**src/rtl/conv_seq_pkg.sv**
```systemverilog
package conv_seq_pkg;
  typedef enum logic [1:0] {
    ST_IDLE = 2'd0,
    ST_WAIT = 2'd1,
    ST_RUN  = 2'd2
  } seq_state_e;
endpackage

```
**src/rtl/conv_prescaler.sv**
```systemverilog
module conv_prescaler #(
  parameter int CNT_W = 7,
  parameter int SEL_W = 3
) (
  input  logic             clk,
  input  logic             rst_n,
  input  logic             en_i,
  input  logic [SEL_W-1:0] sel_i,
  output logic             tick_o
);
  logic [CNT_W-1:0] cnt_q, cnt_d, mask;
  logic [SEL_W-1:0] shamt;

  // select 0 behaves as select 1 (divide by two)
  always_comb begin
    shamt = (sel_i == '0) ? SEL_W'(1) : sel_i;
    for (int i = 0; i < CNT_W; i++) mask[i] = (i < int'(shamt));
  end

  always_comb begin
    cnt_d = en_i ? cnt_q + 1'b1 : '0;
  end

  always_ff @(posedge clk or negedge rst_n) begin
    if (!rst_n) cnt_q <= '0;
    else        cnt_q <= cnt_d;
  end

  assign tick_o = en_i && ((cnt_q & mask) == mask);
endmodule

```
**src/rtl/conv_sar.sv**
```systemverilog
module conv_sar #(
  parameter int RES_W = 10,
  parameter int IDX_W = 4
) (
  input  logic             clk,
  input  logic             rst_n,
  input  logic             step_i,
  input  logic [IDX_W-1:0] idx_i,
  input  logic             cmp_i,
  output logic [RES_W-1:0] bits_next_o
);
  logic [RES_W-1:0] sar_q;

  always_comb begin
    bits_next_o = sar_q;
    if (step_i) bits_next_o[idx_i] = cmp_i;
  end

  always_ff @(posedge clk or negedge rst_n) begin
    if (!rst_n)      sar_q <= '0;
    else if (step_i) sar_q <= bits_next_o;
  end
endmodule

```
**src/rtl/conv_ctrl.sv**
```systemverilog
module conv_ctrl
  import conv_seq_pkg::*;
#(
  parameter int CH_W      = 3,
  parameter int RES_W     = 10,
  parameter int NORM_LEN  = 13,
  parameter int FIRST_LEN = 25,
  parameter int LEN_W     = $clog2(FIRST_LEN + 1),
  parameter int IDX_W     = $clog2(RES_W)
) (
  input  logic             clk,
  input  logic             rst_n,
  input  logic             en_i,
  input  logic             start_i,
  input  logic             free_run_i,
  input  logic             tick_i,
  input  logic [CH_W-1:0]  chan_i,
  input  logic [RES_W-1:0] sar_next_i,
  output logic             step_o,
  output logic [IDX_W-1:0] idx_o,
  output logic             busy_o,
  output logic [CH_W-1:0]  chan_o,
  output logic             sample_o,
  output logic             done_o,
  output logic [RES_W-1:0] result_o
);
  localparam logic [LEN_W-1:0] LEN_N = LEN_W'(NORM_LEN);
  localparam logic [LEN_W-1:0] LEN_F = LEN_W'(FIRST_LEN);
  localparam logic [LEN_W-1:0] BITS_M1 = LEN_W'(RES_W - 1);

  seq_state_e       state_q, state_d;
  logic             first_q, first_d;
  logic [LEN_W-1:0] k_q, k_d, k_inc, len;
  logic [CH_W-1:0]  chan_q, chan_d;
  logic             sample_q, sample_d, done_q, done_d, last;
  logic [RES_W-1:0] res_q, res_d;

  assign len    = first_q ? LEN_F : LEN_N;
  assign k_inc  = k_q + 1'b1;
  assign step_o = (state_q == ST_RUN) && tick_i && (k_inc >= len - BITS_M1);
  assign idx_o  = IDX_W'(len - k_inc);
  assign last   = step_o && (k_inc == len);

  always_comb begin
    state_d  = state_q;
    first_d  = first_q;
    k_d      = k_q;
    chan_d   = chan_q;
    res_d    = res_q;
    sample_d = 1'b0;
    done_d   = 1'b0;
    if (!en_i) begin
      state_d = ST_IDLE;
      first_d = 1'b1;
      k_d     = '0;
    end else begin
      unique case (state_q)
        ST_IDLE: if (start_i) state_d = ST_WAIT;
        ST_WAIT: if (tick_i) begin
          state_d  = ST_RUN;
          k_d      = LEN_W'(1);
          chan_d   = chan_i;
          sample_d = 1'b1;
        end
        ST_RUN: if (tick_i) begin
          k_d = k_inc;
          if (last) begin
            res_d   = sar_next_i;
            done_d  = 1'b1;
            first_d = 1'b0;
            k_d     = '0;
            state_d = free_run_i ? ST_WAIT : ST_IDLE;
          end
        end
        default: state_d = ST_IDLE;
      endcase
    end
  end

  always_ff @(posedge clk or negedge rst_n) begin
    if (!rst_n) begin
      state_q  <= ST_IDLE;
      first_q  <= 1'b1;
      k_q      <= '0;
      chan_q   <= '0;
      sample_q <= 1'b0;
      done_q   <= 1'b0;
      res_q    <= '0;
    end else begin
      state_q  <= state_d;
      first_q  <= first_d;
      k_q      <= k_d;
      chan_q   <= chan_d;
      sample_q <= sample_d;
      done_q   <= done_d;
      res_q    <= res_d;
    end
  end

  assign busy_o   = (state_q != ST_IDLE);
  assign chan_o   = chan_q;
  assign sample_o = sample_q;
  assign done_o   = done_q;
  assign result_o = res_q;
endmodule

```
**src/rtl/conv_seq.sv**
```systemverilog
module conv_seq #(
  parameter int CH_W      = 3,
  parameter int SEL_W     = 3,
  parameter int CNT_W     = 7,
  parameter int RES_W     = 10,
  parameter int NORM_LEN  = 13,
  parameter int FIRST_LEN = 25
) (
  input  logic             clk,
  input  logic             rst_n,
  input  logic             en_i,
  input  logic             start_i,
  input  logic             free_run_i,
  input  logic [SEL_W-1:0] div_sel_i,
  input  logic [CH_W-1:0]  chan_i,
  input  logic             cmp_i,
  output logic             busy_o,
  output logic [CH_W-1:0]  chan_o,
  output logic             sample_o,
  output logic             done_o,
  output logic [RES_W-1:0] result_o
);
  localparam int IDX_W = $clog2(RES_W);

  logic             tick, step;
  logic [IDX_W-1:0] idx;
  logic [RES_W-1:0] sar_next;

  conv_prescaler #(.CNT_W(CNT_W), .SEL_W(SEL_W)) presc_i (
    .clk(clk), .rst_n(rst_n), .en_i(en_i), .sel_i(div_sel_i), .tick_o(tick)
  );

  conv_sar #(.RES_W(RES_W), .IDX_W(IDX_W)) sar_i (
    .clk(clk), .rst_n(rst_n), .step_i(step), .idx_i(idx), .cmp_i(cmp_i),
    .bits_next_o(sar_next)
  );

  conv_ctrl #(
    .CH_W(CH_W), .RES_W(RES_W), .NORM_LEN(NORM_LEN), .FIRST_LEN(FIRST_LEN),
    .IDX_W(IDX_W)
  ) ctrl_i (
    .clk(clk), .rst_n(rst_n), .en_i(en_i), .start_i(start_i),
    .free_run_i(free_run_i), .tick_i(tick), .chan_i(chan_i),
    .sar_next_i(sar_next), .step_o(step), .idx_o(idx), .busy_o(busy_o),
    .chan_o(chan_o), .sample_o(sample_o), .done_o(done_o), .result_o(result_o)
  );
endmodule

```
**config.mk**
```make
export PLATFORM = sky130hd
export DESIGN_NAME = conv_seq
export DESIGN_NICKNAME = d
export VERILOG_FILES = /design/src/rtl/conv_seq_pkg.sv /design/src/rtl/conv_prescaler.sv /design/src/rtl/conv_sar.sv /design/src/rtl/conv_ctrl.sv /design/src/rtl/conv_seq.sv
export SDC_FILE = /design/constraint.sdc
export NUM_CORES = 1
export LEC_CHECK = 0
export BUFFER_PORTS_ARGS = -buffer_cell sky130_fd_sc_hd__buf_4
export CORE_UTILIZATION = 32
export CTS_BUF_LIST = sky130_fd_sc_hd__clkbuf_2 sky130_fd_sc_hd__clkbuf_4 sky130_fd_sc_hd__clkbuf_8
export DETAILED_ROUTE_END_ITERATION = 10
export PLACE_DENSITY = 0.54
export SYNTH_ARGS = -nofsm -noshare
export SYNTH_HDL_FRONTEND = slang
export SYNTH_SLANG_ARGS = --single-unit
```
**constraint.sdc**
```tcl
create_clock -name clk -period 4.5 [get_ports clk]
set_clock_uncertainty 0.05 [all_clocks]
set_input_delay 1.35 -clock clk [delete_from_list [all_inputs] [get_ports clk]]
set_output_delay 1.35 -clock clk [all_outputs]
set_load 0.1 [all_outputs]
```
======== Word level (Yosys, flattened, before mapping) ========
Index checks and enable logic that the tools add are counted.
word-level totals
  register bits ........................... 40
  input bits .............................. 12
  output and inout port bits .............. 16
  word-level logic and storage cells ...... 79
operators by class
  $add $sub $neg .......................... 4
  order comparisons ....................... 10
  eq/ne operators ......................... 12
  muxes and demuxes ....................... 30
  bitwise operators ....................... 1
  reductions and logical operators ........ 13
operators by type and width
  kind                 number
  $mux 5               5
  $mux 1               13
  $bwmux 10            1
  $mux 10              1
  $mux 2               5
  $pmux 5 s2           1
  $lt 3x3->1 const A   3
  $ne 3x2->1 const B   3
  $reduce_and 3->1     3
  $reduce_and 4->1     2
  $add 7x1->7 const B  1
  $and 7x7->7          1
  $eq 7x7->1           1
  $mux 7               1
  $lt 1x3->1 const A   2
  $lt 2x3->1 const A   2
  $ne 2x1->1 const B   3
  $pmux 2 s3           1
  $add 5x1->5 const B  1
  $eq 5x5->1           1
  $ge 5x5->1           1
  $logic_and 1x1->1    5
  $lt 4x5->1 const B   1
  $sub 5x4->5 const B  1
  11 further kinds     11

======== Depth between registers and ports, before layout ========
Gate-level depths: netlist of the first run.
  word-level depth ........................ 13
  mapped depth ............................ 12
  mapped depth without buffers ............ 11

======== By module ========
From an unflattened synthesis of the first run, not the netlist that was laid out.
unflattened totals
  cells, all modules ...................... 192
  area, all modules ....................... 2,188.3 sq um
by module, submodules not included
  module          times used  cells each  area each (sq um)  sequential area each (sq um)
  conv_ctrl       1           109         1,222.4            576.8
  conv_sar        1           48          599.3              250.2
  conv_prescaler  1           35          366.6              175.2

======== Least setup slack after synthesis of the first run ========
No wires, ideal clock.
  kind .................................... input to register
  start ................................... input div_sel_i[1]
  end ..................................... register ctrl_i.res_q[2], in the netlist ctrl_i.result_o[2]
  setup time .............................. 0.083 ns
  data arrival time ....................... 2.998 ns
  data required time ...................... 4.367 ns
  setup slack ............................. 1.370 ns
  stages on the path ...................... 6
  cell sequence ........................... a21boi_2 > o21a_1 > or4_1 > buf_6 > or4_4 > a31oi_1
between the ends
  longest elaborated chain between the ends .. 10
  elaborated cells on any way between the ends .. 17
ends and longest elaborated chain
  item                                      line                  RTL
  start, declared                           conv_seq.sv:14        input logic [SEL_W-1:0] div_sel_i,
  $logic_not 3->1                           conv_prescaler.sv:16  shamt = (sel_i == '0) ? SEL_W'(1) : sel_i;
  $mux 3 *                                  conv_prescaler.sv:16
  $lt 1x3->1, or another cell as far along  conv_prescaler.sv:17  for (int i = 0; i < CNT_W; i++) mask[i] = (i < int'(shamt));
  $and 7x7->7                               conv_prescaler.sv:29  assign tick_o = en_i && ((cnt_q & mask) == mask);
  $eq 7x7->1 *                              conv_prescaler.sv:29
  $logic_and 1x1->1 *                       conv_prescaler.sv:29
  $logic_and 1x1->1 (2 in series)           conv_ctrl.sv:40       assign step_o = (state_q == ST_RUN) && tick_i && (k_inc >= len - BITS_M1);
  $logic_and 1x1->1                         conv_ctrl.sv:42       assign last = step_o && (k_inc == len);
  $reduce_and 4->1 (no source line)         n/a
  end signal, assigned                      conv_ctrl.sv:96       res_q <= res_d;
  end, declared                             conv_ctrl.sv:36       logic [RES_W-1:0] res_q, res_d;
Mark *: on every way between the ends. The rest lies on a longest branch, timed or not.
A chain may end at the register's enable or synchronous reset.

======== Worst setup path after layout of the first run ========
  start ................................... input div_sel_i[1]
  end ..................................... register ctrl_i.res_q[0], in the netlist ctrl_i.result_o[0]
Same word-level chain as after synthesis.

==> results of run 1 <==
power by group through the flow:
stage / logic, uW / clock network (uW) / registers [uW]
detailed placement: 103 / 0 / 383
global placement: 103 / 0 / 383
finish: 102 / 249 / 376
global route: 108 / 273 / 377
CTS: 103 / 259 / 376
floorplan: 34.3 / 0 / 420
state kept, by name (all words and copies together), names as in the netlist:
register	flops
ctrl_i.result_o	10
ctrl_i.done_o	1
ctrl_i.sample_o	1
presc_i.cnt_q	7
ctrl_i.state_q	2
sar_i.sar_q	10
ctrl_i.k_q	5
ctrl_i.chan_o	3
ctrl_i.first_q	1
per-layer routing:
layer | up-vias | GRT usage [%] | part of all wire, %
li1 | 859 | - | -
met1 | 858 | 20.8 | 49
met2 | 31 | 22.7 | 47
met3 | 6 | 2.18 | 2.9
met4 | 0 | 5.45 | 1.5
met5 | - | 0 | 0
logic make-up (layout without fill, tap and decap cells):
logic type      count (synthesis)  count (layout)  synth area share, %
xor+xnor                       10              10                 5.04
flops                          40              40                 43.4
compound gates                 58              58                 19.3
buf+inv                        22              48                 6.45
simple gates                   71              71                 18.1
mux                             4               4                 1.90
fa+ha+maj                      10              10                 5.74
critical path, delay by kind of cell:
family / cells / cell delay, ns
and+or+nand+nor: 2 / 1.30
AOI/OAI and AO/OA: 3 / 0.52
buffers and inverters: 1 / 0.12
worst max-delay path by stage:
stage | to | cells past startpoint | slack [ns] | from
floorplan | ctrl_i.result_o[2] | 6 | 1.37 | div_sel_i[1]
global placement | ctrl_i.result_o[9] | 6 | 0.99 | div_sel_i[1]
detailed placement | ctrl_i.result_o[0] | 6 | 0.97 | div_sel_i[1]
CTS | ctrl_i.result_o[0] | 6 | 1.29 | div_sel_i[1]
global route | sar_i.sar_q[7] | 9 | 0.92 | ctrl_i.k_q[0]
finish | ctrl_i.result_o[0] | 6 | 1.30 | div_sel_i[1]
cell usage in the layout, fill, tap and decap left out, drive strengths merged, types with 5 or more instances in the layout:
cell type	instances
xor2	5
nand4	7
nand2	14
and3	6
buf	29
inv	11
o41ai	5
nor2	11
ha	9
a41oi	6
dfrtp	39
a21oi	8
a31oi	5
nand3	10
clkbuf	6
final cells by class:
| class | count | area, um^2 | area share [%] |
|---|---|---|---|
| multi-input combinational | 153 | 1160 | 44.1 |
| sequential | 40 | 1000 | 38.0 |
| timing repair buffer | 29 | 218 | 8.25 |
| tap | 96 | 120 | 4.55 |
| clock buffer | 6 | 82.6 | 3.13 |
| inverter | 11 | 41.3 | 1.56 |
| clock inverter | 2 | 10.0 | 0.379 |
metrics by stage:
stage	total power, uW	worst slack [ns]	std cells	utilization (%)
after floorplan	454	1.37	215	-
after global placement	485	0.994	329	37.1
after detailed placement	486	0.975	329	37.1
after CTS	738	1.29	337	38.4
after global routing	758	0.916	337	38.4
final	727	1.30	337	38.4
==> results.md, run 1 <==
- Clk network pwr share: 34.3%
- Crit-path max cell delay: 0.71 ns
- Cells after Synth: 215
- Die area: 7560 um^2
- Cts bufs inserted: 5
- WP data required: 4.59 ns
- Clk_lat worst skew: 0.29 ns
- Most common cell in the netlist: dfrtp_1
- Global-route wire length before repair: 8.61 mm
- Synth area leaders: dfrtp_1, ha_1, clkbuf_8
- Outcome: completed
- I/O pin count: 28
- R2r worst-path depth: 9
- Filler instances: 690
- Number of port buffers: 27
- Max VDD drop: 0.138 mV
- Die span in y: 87.0 um
- Final Max Slew Viols: 0
- EDFF count, synth: 0
- Yosys top cell by area: dfrtp_1
- Post-synthesis async set-or-reset flop share: 100%
- Flop-to-flop setup slack: 1.32 ns
- # nets final: 262
- Grt ovf: 0
- Synth Register Bits: 40
- Hold path cells: 2
- Min-Delay Endpoint: sar_i.sar_q[2]
- Syn. warnings: 0
- Iter 0 DRT Violations: 77
- RSZ-0062 raised after global routing: no
- Synth Area per Inst: 10.7 um^2
- Placed cell areas: 2550 um^2
- Max_cap viols: 0
- Total negative slack: 0 ns
- Initial Util: 33.6%
- Reg power frac: 51.7%
- CTS tree: built
- Synth unique cells: 61
- Final Hold Fails: 0
- Minimum clock period: 3.20 ns
- Vias in the first global route: 1731
- Worst path slowest cell: or4_1
- Internal: 519 uW
- CTS clk-pin slew, worst paths: 0.07 ns
- Dpl hpwl: 3.53 mm
- Arrival time worst endpoint: 3.29 ns
- Leakage: 0.00124 uW
- Switching pwr: 208 uW
- Slew margin rel.: 50.7%
- Detailed Route WL: 5.08 mm
- Critical path class: in -> reg
- Vias per inst: 5.20
- DRC errors left: 0
- CTS Sinks: 40
- Post-CTS Setup Bufs: 0
- Top cell type's share of synthesized area: 42.3%
- Antenna violations before repair: 0
- DR WL/cell: 15.1 um
- Area of the mapped netlist: 2310 um^2
- Worst Hold Class: reg -> reg
- N_diodes: 0
- Sw Ratio: 28.6%
- Syn Nets: 237
- Largest net degree at the start of global routing: 41
- Core area: 6870 um^2
- Worst Tran Pin Value: 0.738 ns
- Drt pass-1 iters: 4
- Clock root buffer: clkbuf_8
- Beginning of the worst hold path: sar_i.sar_q[2]
- Htree depth: 2
- Power per cell area: 275 nW/um^2
- # rows: 30
- CP Cell Sequence: buf_4 > a21boi_2 > o21a_1 > or4_1 > nor3_4 > a31oi_1
- Setup crit start kind: primary input
- Final worst-path cycle share: 71.1%
- Most used DFF post-synth: dfrtp_1
- Endpoint class of the critical path: flip-flop
- Crit Reg-Reg Startpoint: ctrl_i.k_q[0]
- CP max FO: 13
- Synth top cells by count: dfrtp_1, nand2_1, inv_1, nor2_1, nand3_1
- # hold bufs at CTS: 0
- Setup Viol. Count Final: 0
- FF-to-FF End: sar_i.sar_q[7]
- Fmax achieved: 313 MHz
- Seq/Total Area, Yosys: 43.4%
- DIE WIDTH: 87.0 um
- RePlAce Congestion: 0.798
- Post-DRT Antenna Nets: 0
- Layout cell share with drive strength beyond 1: 25.3%
- Combinational share of power: 14.0%
- Final Cell Area: 2640 um^2
- GRT Total Usage: 14.7%
- Layout area overhead: 14.2%
- Via count: 1754
- Clock buffer depth: 2
- Post_cts resized: 0
- Worst hold slack: 0.453 ns
No activity file was read; power rests on OpenSTA's default activity.
==> run 2, diff against run 1 <==
- clock period: 4.5 -> 3.1 ns (I/O delays scaled with it)
==> run 2 against run 1 <==
Net effect:
- clock power increased by 58%
- combinational power increased by 46%
- clock-buffer cell count increased by 2
- critical endpoint is now ctrl_i.result_o[2]
- highest routed layer unchanged
- largest power group unchanged
- power increased by 50%
- non-clock buffer count increased by 6
==> results.md, run 2 (synthesis gave the netlist of run 1 again) <==
- CTS Sinks: 40 (unchanged)
- Die area: 7560 um^2 (unchanged)
- Internal: 788 uW (+52%)
- Die span in y: 87.0 um (unchanged)
- Post_cts resized: 0 (unchanged)
- Switching pwr: 300 uW (+44%)
- CTS clk-pin slew, worst paths: 0.08 ns (about the same)
- Clk_lat worst skew: 0.29 ns (about the same)
- Worst Tran Pin Value: 0.640 ns (-0.0980 ns)
- Post-route worst setup slack: 0.217 ns (-1.09 ns)
- # rows: 30 (unchanged)
- GRT Total Usage: 14.9% (+0.19 points)
- CP Cell Sequence: ha_1 > nand2b_1 > nand2_1 > inv_1 > ha_1 > ha_1 > inv_1 > a41oi_1 > a21bo_2 > or4_4 > a31oi_1
- Final Hold Fails: 0 (unchanged)
- Placed insts: 335 (+1.8%)
- Dpl hpwl: 3.48 mm (-1.4%)
- Htree depth: 2 (unchanged)
- Pre-CTS WS: 0.167 ns (-0.808 ns)
- CP max FO: 14 (+1)
- Commonest cells after routing, fill and taps aside: dfrtp_1, buf_4, nand2_1, inv_1, nor2_1
- # nets final: 268 (+2.3%)
- Combinational share of power: 13.7% (-0.3 points)
- Layout cell share with drive strength beyond 1: 27.1% (+1.8 points)
- Total negative slack: 0 ns (unchanged)
- Initial Util: 33.6% (unchanged)
- Cts bufs inserted: 5 (unchanged)
- Layout area overhead: 17.2%
- N_diodes: 0 (unchanged)
- Non-Filler Instances: 343 (+1.8%)
- RePlAce Congestion: 0.759 (-4.9%)
- Minimum clock period: 2.88 ns
- Worst Hold Class: reg -> reg
- Slew margin rel.: 57.2% (+6.5 points)
- Setup crit start kind: flip-flop
- Global-route wire length before repair: 8.67 mm (+0.64%)
- Vias in the first global route: 1802 (+4.1%)
- Max VDD drop: 0.307 mV (+120%)
- Buf/Inv on CP: 2 (+1)
- Fmax achieved: 347 MHz
- Clk network pwr share: 36.2% (+1.9 points)
- Largest delay contributor family on the critical path: simple AND/OR/NAND/NOR gates
- Detailed Route WL: 5.07 mm (-0.24%)
- Post-CTS Setup Bufs: 0 (unchanged)
- Endpoint class of the critical path: flip-flop
- Final Cell Area: 2710 um^2 (+2.6%)
- RSZ-0062 raised after global routing: no
- Clock root buffer: clkbuf_8
- Post-DRT Antenna Nets: 0 (unchanged)
- Most common cell after layout, fill and taps aside: dfrtp_1
- Max_cap viols: 0 (unchanged)
- Via count: 1754 (unchanged)
- DRC errors left: 0 (unchanged)
- Final worst-path cycle share: 93.0%
- Power per cell area: 402 nW/um^2 (+46%)
- Critical path class: reg -> reg
- DR WL/cell: 14.8 um (-2.0%)
- Clock buffer depth: 2 (unchanged)
- Worst path slowest cell: or4_4
- Sw Ratio: 27.6% (-1.1 points)
- Arrival time worst endpoint: 3.05 ns (-0.24 ns)
- # hold bufs at CTS: 0 (unchanged)
- I/O pin count: 28 (unchanged)
- Final Max Slew Viols: 0 (unchanged)
- Placed cell areas: 2600 um^2 (+2.3%)
- Largest net degree at the start of global routing: 41 (unchanged)
- Outcome: completed
- Most used cell, CP: ha_1
- Number of port buffers: 27 (unchanged)
- Reg power frac: 50.1% (-1.6 points)
- WP data required: 3.26 ns (-1.33 ns)
- Grt ovf: 0 (unchanged)
- Core area: 6870 um^2 (unchanged)
- DIE WIDTH: 87.0 um (unchanged)
- Leakage: 0.00127 uW (+3.1%)
- Crit-path max cell delay: 0.54 ns (-0.17 ns)
- Antenna violations before repair: 0 (unchanged)
- Setup Viol. Count Final: 0 (unchanged)
- Iter 0 DRT Violations: 99 (+29%)
- Drt pass-1 iters: 4 (unchanged)
- Vias per inst: 5.11 (-1.7%)
- CTS tree: built
run 2: cell types whose count changed in the layout (fill, tap and decap cells not counted):
cell      previous run  this run
buf_12               0         1
clkinv_2             2         0
clkbuf_8             6         7
buf_4               29        34
clkbuf_4             0         1
run 2: per-layer routing:
metal | vias up | wire length, um | share of wire (%) | track usage [%]
met4 | 0 | 76 | 1.5 | 6.36
met1 | 849 | 2610 | 51 | 20.7
met3 | 6 | 128 | 2.5 | 2.94
met5 | - | 0 | 0 | 0
met2 | 28 | 2260 | 45 | 22.5
li1 | 871 | - | - | -
run 2: layout make-up:
| class | count | area [um^2] |
|---|---|---|
| Fill cell | 676 | 4160 |
| Sequential cell | 40 | 1000 |
| Multi-Input combinational cell | 153 | 1160 |
| Inverter | 11 | 41.3 |
| Tap cell | 96 | 120 |
| Timing Repair Buffer | 35 | 275 |
| Clock buffer | 8 | 104 |
run 2: worst paths after layout:
path | from | endpoint | slack, ns | cells after the start
worst max-delay path | ctrl_i.k_q[1] | ctrl_i.result_o[2] | 0.22 | 11
worst min-delay path | sar_i.sar_q[9] | sar_i.sar_q[9] | 0.44 | 2
worst max register to register | ctrl_i.k_q[1] | ctrl_i.result_o[2] | 0.22 | 11
worst min register to register | sar_i.sar_q[9] | sar_i.sar_q[9] | 0.44 | 2
max in group asynchronous | rst_n | ctrl_i.first_q | 2.07 | 1
min in group asynchronous | rst_n | ctrl_i.sample_o | 0.55 | 1
run 2: metrics by stage:
step           hold slack, ns  util, %  total power (uW)
3_5_place_dp            0.423     37.9               706
6_report                0.442     39.4              1090
2_1_floorplan           0.400        -               659
5_1_grt                 0.471     39.4              1130
4_1_cts                 0.440     39.4              1110
3_3_place_gp            0.420     37.9               705
run 2: power by group through the flow:
stage | Clock, uW | Combinational (uW) | Sequential [uW]
after CTS | 412 | 151 | 545
after global routing | 429 | 158 | 547
after global placement | 0 | 150 | 555
after floorplan | 0 | 49.8 | 609
final | 394 | 149 | 545
after detailed placement | 0 | 151 | 555
run 2: worst register-to-register path, delay by kind of cell, from the launching register on:
kind,cells,cell delay (ns)
AOI/OAI and AO/OA,3,0.71
adders and majority gates,3,0.70
buffers and inverters,2,0.11
DFF,1,0.39
and+or+nand+nor,3,0.83
